## src/rtl/sdl_pkg.sv

```systemverilog
package sdl_pkg;
  localparam int DEF_LANES     = 8;
  localparam int DEF_SAMPLE_W  = 12;
  localparam int DEF_MAX_WORDS = 4;
endpackage

```

## src/rtl/sdl_word_history.sv

```systemverilog
module sdl_word_history #(
  parameter int WORD_W = 96,
  parameter int DEPTH  = 5
) (
  input  logic                         clk,
  input  logic                         rst_n,
  input  logic                         advance,
  input  logic [WORD_W-1:0]            in_word,
  output logic [DEPTH:0][WORD_W-1:0]   taps
);
  // store[0] is the most recently accepted word, store[DEPTH-1] the oldest
  logic [DEPTH-1:0][WORD_W-1:0] store;

  always_ff @(posedge clk) begin
    if (!rst_n) begin
      store <= '0;
    end else if (advance) begin
      store[0] <= in_word;
      for (int j = 1; j < DEPTH; j++) begin
        store[j] <= store[j-1];
      end
    end
  end

  // tap 0 is the word being accepted now; tap j is the word j acceptances back
  always_comb begin
    taps[0] = in_word;
    for (int j = 0; j < DEPTH; j++) begin
      taps[j+1] = store[j];
    end
  end
endmodule

```

## src/rtl/sdl_lane_shift.sv

```systemverilog
module sdl_lane_shift #(
  parameter int LANES    = 8,
  parameter int SAMPLE_W = 12,
  parameter int FINE_W   = 3
) (
  input  logic [LANES*SAMPLE_W-1:0] cur_word,
  input  logic [LANES*SAMPLE_W-1:0] prev_word,
  input  logic [FINE_W-1:0]         fine,
  output logic [LANES*SAMPLE_W-1:0] shifted
);
  localparam int SEL_W = $clog2(2*LANES);

  // joined lanes 0..LANES-1 are the older word, LANES..2*LANES-1 the newer
  logic [2*LANES-1:0][SAMPLE_W-1:0] joined;
  assign joined = {cur_word, prev_word};

  for (genvar i = 0; i < LANES; i++) begin : g_lane
    logic [SEL_W-1:0] sel;
    assign sel = SEL_W'(LANES + i) - SEL_W'(fine);
    assign shifted[i*SAMPLE_W +: SAMPLE_W] = joined[sel];
  end
endmodule

```

## src/rtl/sample_delay_line.sv

```systemverilog
module sample_delay_line
  import sdl_pkg::*;
#(
  parameter int LANES     = DEF_LANES,
  parameter int SAMPLE_W  = DEF_SAMPLE_W,
  parameter int MAX_WORDS = DEF_MAX_WORDS,
  localparam int WORD_W   = LANES * SAMPLE_W,
  localparam int FINE_W   = $clog2(LANES),
  localparam int DELAY_W  = $clog2((MAX_WORDS + 1) * LANES),
  localparam int COARSE_W = DELAY_W - FINE_W,
  localparam int DEPTH    = MAX_WORDS + 1,
  localparam int TAP_W    = $clog2(MAX_WORDS + 2)
) (
  input  logic               clk,
  input  logic               rst_n,
  input  logic               in_valid,
  output logic               in_ready,
  input  logic [WORD_W-1:0]  in_data,
  input  logic [DELAY_W-1:0] delay,
  output logic               out_valid,
  input  logic               out_ready,
  output logic [WORD_W-1:0]  out_data
);
  logic                          accept;
  logic [COARSE_W-1:0]           coarse_req;
  logic [FINE_W-1:0]             fine;
  logic [TAP_W-1:0]              tap_sel;
  logic [DEPTH:0][WORD_W-1:0]    taps;
  logic [WORD_W-1:0]             cur_word;
  logic [WORD_W-1:0]             prev_word;
  logic [WORD_W-1:0]             shifted;

  assign in_ready = !out_valid || out_ready;
  assign accept   = in_valid && in_ready;

  assign coarse_req = delay[DELAY_W-1:FINE_W];
  assign fine       = delay[FINE_W-1:0];

  always_comb begin
    if (int'(coarse_req) > MAX_WORDS) tap_sel = TAP_W'(MAX_WORDS);
    else                              tap_sel = TAP_W'(coarse_req);
  end

  sdl_word_history #(
    .WORD_W (WORD_W),
    .DEPTH  (DEPTH)
  ) u_hist (
    .clk     (clk),
    .rst_n   (rst_n),
    .advance (accept),
    .in_word (in_data),
    .taps    (taps)
  );

  assign cur_word  = taps[tap_sel];
  assign prev_word = taps[tap_sel + TAP_W'(1)];

  sdl_lane_shift #(
    .LANES    (LANES),
    .SAMPLE_W (SAMPLE_W),
    .FINE_W   (FINE_W)
  ) u_shift (
    .cur_word  (cur_word),
    .prev_word (prev_word),
    .fine      (fine),
    .shifted   (shifted)
  );

  always_ff @(posedge clk) begin
    if (!rst_n) begin
      out_valid <= 1'b0;
      out_data  <= '0;
    end else if (accept) begin
      out_valid <= 1'b1;
      out_data  <= shifted;
    end else if (out_ready) begin
      out_valid <= 1'b0;
    end
  end
endmodule

```

## config.mk

```make
export PLATFORM = sky130hd
export DESIGN_NAME = sample_delay_line
export DESIGN_NICKNAME = d
export VERILOG_FILES = /design/src/rtl/sdl_pkg.sv /design/src/rtl/sdl_word_history.sv /design/src/rtl/sdl_lane_shift.sv /design/src/rtl/sample_delay_line.sv
export SDC_FILE = /design/constraint.sdc
export NUM_CORES = 2
export LEC_CHECK = 0
export ABC_AREA = 1
export BUFFER_PORTS_ARGS = -buffer_cell sky130_fd_sc_hd__buf_4
export CORE_MARGIN = 2
export CORE_UTILIZATION = 37
export DETAILED_ROUTE_END_ITERATION = 12
export PLACE_DENSITY = 0.58
export SYNTH_ARGS = -nofsm -noshare
export SYNTH_HDL_FRONTEND = slang
export SYNTH_SLANG_ARGS = --single-unit
```

## constraint.sdc

```tcl
create_clock -name clk -period 6.09 [get_ports clk]
set_input_delay 1.5225 -clock clk [delete_from_list [all_inputs] [get_ports clk]]
set_output_delay 1.5225 -clock clk [all_outputs]
set_load 0.02 [all_outputs]
```

==> out/metrics.yaml <==
status: "finished clean"
grt_pass1_wl_um: 257000
cts.htree.levels: 3
grt_use_met3: 0.0760
whs_endpoint: "u_hist.taps[572]"
start_kind: "input port"
p_int_w: 0.00779
timing.reg2reg.setup_slack_ns: 3.14
ys_seq_area_frac: 0.317
track_usage: 0.336
dpl_cell_area_um2: 38500
fill_cells: 10582
place_ws_ns: 1.22
holdPathStages: 2
grt_setup_unrepaired: "no"
r2r_cells: 6
drt_pass1_iterations: 7
cp.arrival_ns: 4.88
worstHoldStart: "u_hist.taps[572]"
postCtsSetupRepairBufs: 0
grt_util_met1: 0.469
ys_top_cells_by_area: "dfxtp_1, nand3_1, nand2_1"
crit_fanout: 58
crit_type: "input port to register"
cts_buffer_depth: 3
min_period_over_period: 0.706
period_minus_slack_ns: 4.30
ir_worst_vdd_mv: 0.196
drv_cap: 0
r2r_end: "out_data[14]"
tns_ns: 0
hold_path.class: "register to register"
drt_iter0_markers: 5933
end_kind: "register"
die_h_um: 318
cts-root-buf: "clkbuf_16"
initial_core_util: 0.372
num_io_pins: 204
gp_congestion: 0.997
die_area_um2: 101000
antenna_found_initial: 9
drc_errors: 0
via_per_inst: 5.90
cp.required_ns: 6.67
grt_pass1_vias: 36994
seqPwrFrac: 0.356
syn_area_um2: 36500
cts_sinks: 577
ant_nets: 0
ys_ff_latch: 577
final-max-slew-violation-count: 0
avgSynthCellArea_um2: 6.11
ys_warn_count: 0
hpwl_um: 119000
slew_headroom: 0.252
grt.busiest_layer: "met2"
core_um2: 98000
synth_cells: 5964
wl_per_cell_um: 24.5
tightestPinTransition_ns: 1.12
cts_resized: 0
clk_pin_slew_ns: 0.06
p_per_area_nw_per_um2: 298
design_area_um2: 41000
synth_cell_types: 26
power_frac_comb: 0.267
r2r-start: "out_valid"
insertion_delay_ns: 0.66
finalSetupViolCount: 0
hold_viol_final: 0
wl_um: 175000
swShare: 0.363
cts_tree: "yes"
layout.nets: 5903
gr-usage-met2: 0.472
area_growth_pct: 12.5
cts_buffers: 72
fin_ws_ns: 1.79
die_width_um: 318
num_vias: 42095
leakage_nw: 18.4
switching_power_w: 0.00443
power_frac_clock: 0.377
hold_buffers: 0
rows: 115
skew_ns: 0.0322
final_util: 0.419
synth_top_area_frac: 0.317
syn-num-nets: 6078
fmax_mhz: 233
layout-drive-gt1-share: 0.0770
synth_top_area_cell: "dfxtp_1"
mostFrequentLayoutCell: "nand3_1"
grt_start_max_net_pins: 184
mostFrequentLayoutCells: "nand3_1, nand2_1, a21oi_1"
numPortBuffers: 203
grt-ovfl-total: 0
routing by layer:
layer / part of all wire / routed length, um
met1: 0.42 / 74300
met2: 0.40 / 70800
met3: 0.11 / 18800
met4: 0.064 / 11100
met5: 0.00043 / 75
worst max-delay path, stage by stage:
cell	delay (ns)
buf_8	0.20
o21ai_4	0.35
nand2_4	0.27
inv_1	0.20
ha_4	0.30
clkinv_1	0.07
buf_4	0.43
nand2_1	0.11
nand3_1	0.11
nand3_1	0.32
nand3_1	0.26
nand3_1	0.18
nand3_1	0.13
nand3_1	0.09
nand2_1	0.07
inv_1	0.05
a21oi_1	0.11
flip-flops by register name, summed over array words and instances, names as in the netlist:
signal / count
u_hist.taps: 480
out_valid: 1
out_data: 96
cells by family after synthesis:
logic type,after synthesis,synth area share
adders and majority gates,8,0.00275
and+or+nand+nor,2925,0.365
AOI/OAI and AO/OA,1388,0.201
DFF,577,0.317
buffers and inverters,1063,0.113
xor gates and xnor gates,3,0.000927
metrics by stage:
stage          instances  total power [W]  hold slack [ns]
5_1_grt             7131           0.0127            0.463
6_report            7136           0.0122            0.452
4_1_cts             7131           0.0122            0.452
2_1_floorplan       5964          0.00638            0.430
3_3_place_gp        7002          0.00757            0.438
3_5_place_dp        7002          0.00759            0.443
power by group through the flow:
stage          clock network [W]  registers [W]  logic [W]
2_1_floorplan                  0        0.00437    0.00201
5_1_grt                  0.00481        0.00437    0.00355
4_1_cts                  0.00466        0.00434    0.00318
6_report                 0.00461        0.00435    0.00326
3_5_place_dp                   0        0.00442    0.00317
3_3_place_gp                   0        0.00442    0.00315
final cells by class:
class / count / area (um2) / share of cell area
Multi-Input combinational cell: 4324 / 20900 / 0.508
Sequential cell: 577 / 11600 / 0.282
Timing Repair Buffer: 290 / 2500 / 0.0608
Clock buffer: 104 / 2150 / 0.0525
Inverter: 524 / 1990 / 0.0484
Tap cell: 1287 / 1610 / 0.0393
Clock inverter: 25 / 355 / 0.00866
Antenna cell: 5 / 12.5 / 0.000305
cells in the mapped netlist:
cell and instances:
ha_1 8, o21bai_1 1, o21ai_0 585, nor2_1 280, buf_1 78, clkinv_1 4, a21boi_0 10, o2111ai_1 23
or2_2 18, nand2_2 1, nand3b_1 71, xnor2_2 1, dfxtp_1 577, xnor2_1 2, inv_2 8, nor2_2 1
o21ai_4 1, buf_2 98, o211ai_1 109, nand3_1 1594, a21oi_1 648, nand2_1 960, buf_4 6, o21ai_1 11
inv_1 512, clkbuf_1 357
how the worst max path moves through the flow:
| stage | startpoint | endpoint | slack, ns | cells past startpoint |
|---|---|---|---|---|
| 2_1_floorplan | delay[4] | out_data[51] | 1.90 | 20 |
| 3_3_place_gp | delay[3] | out_data[52] | 1.25 | 17 |
| 3_5_place_dp | delay[3] | out_data[52] | 1.22 | 17 |
| 4_1_cts | delay[3] | out_data[52] | 1.90 | 17 |
| 5_1_grt | delay[3] | out_data[7] | 1.52 | 17 |
| 6_report | delay[3] | out_data[31] | 1.79 | 17 |
No activity file was read; power rests on OpenSTA's default activity.
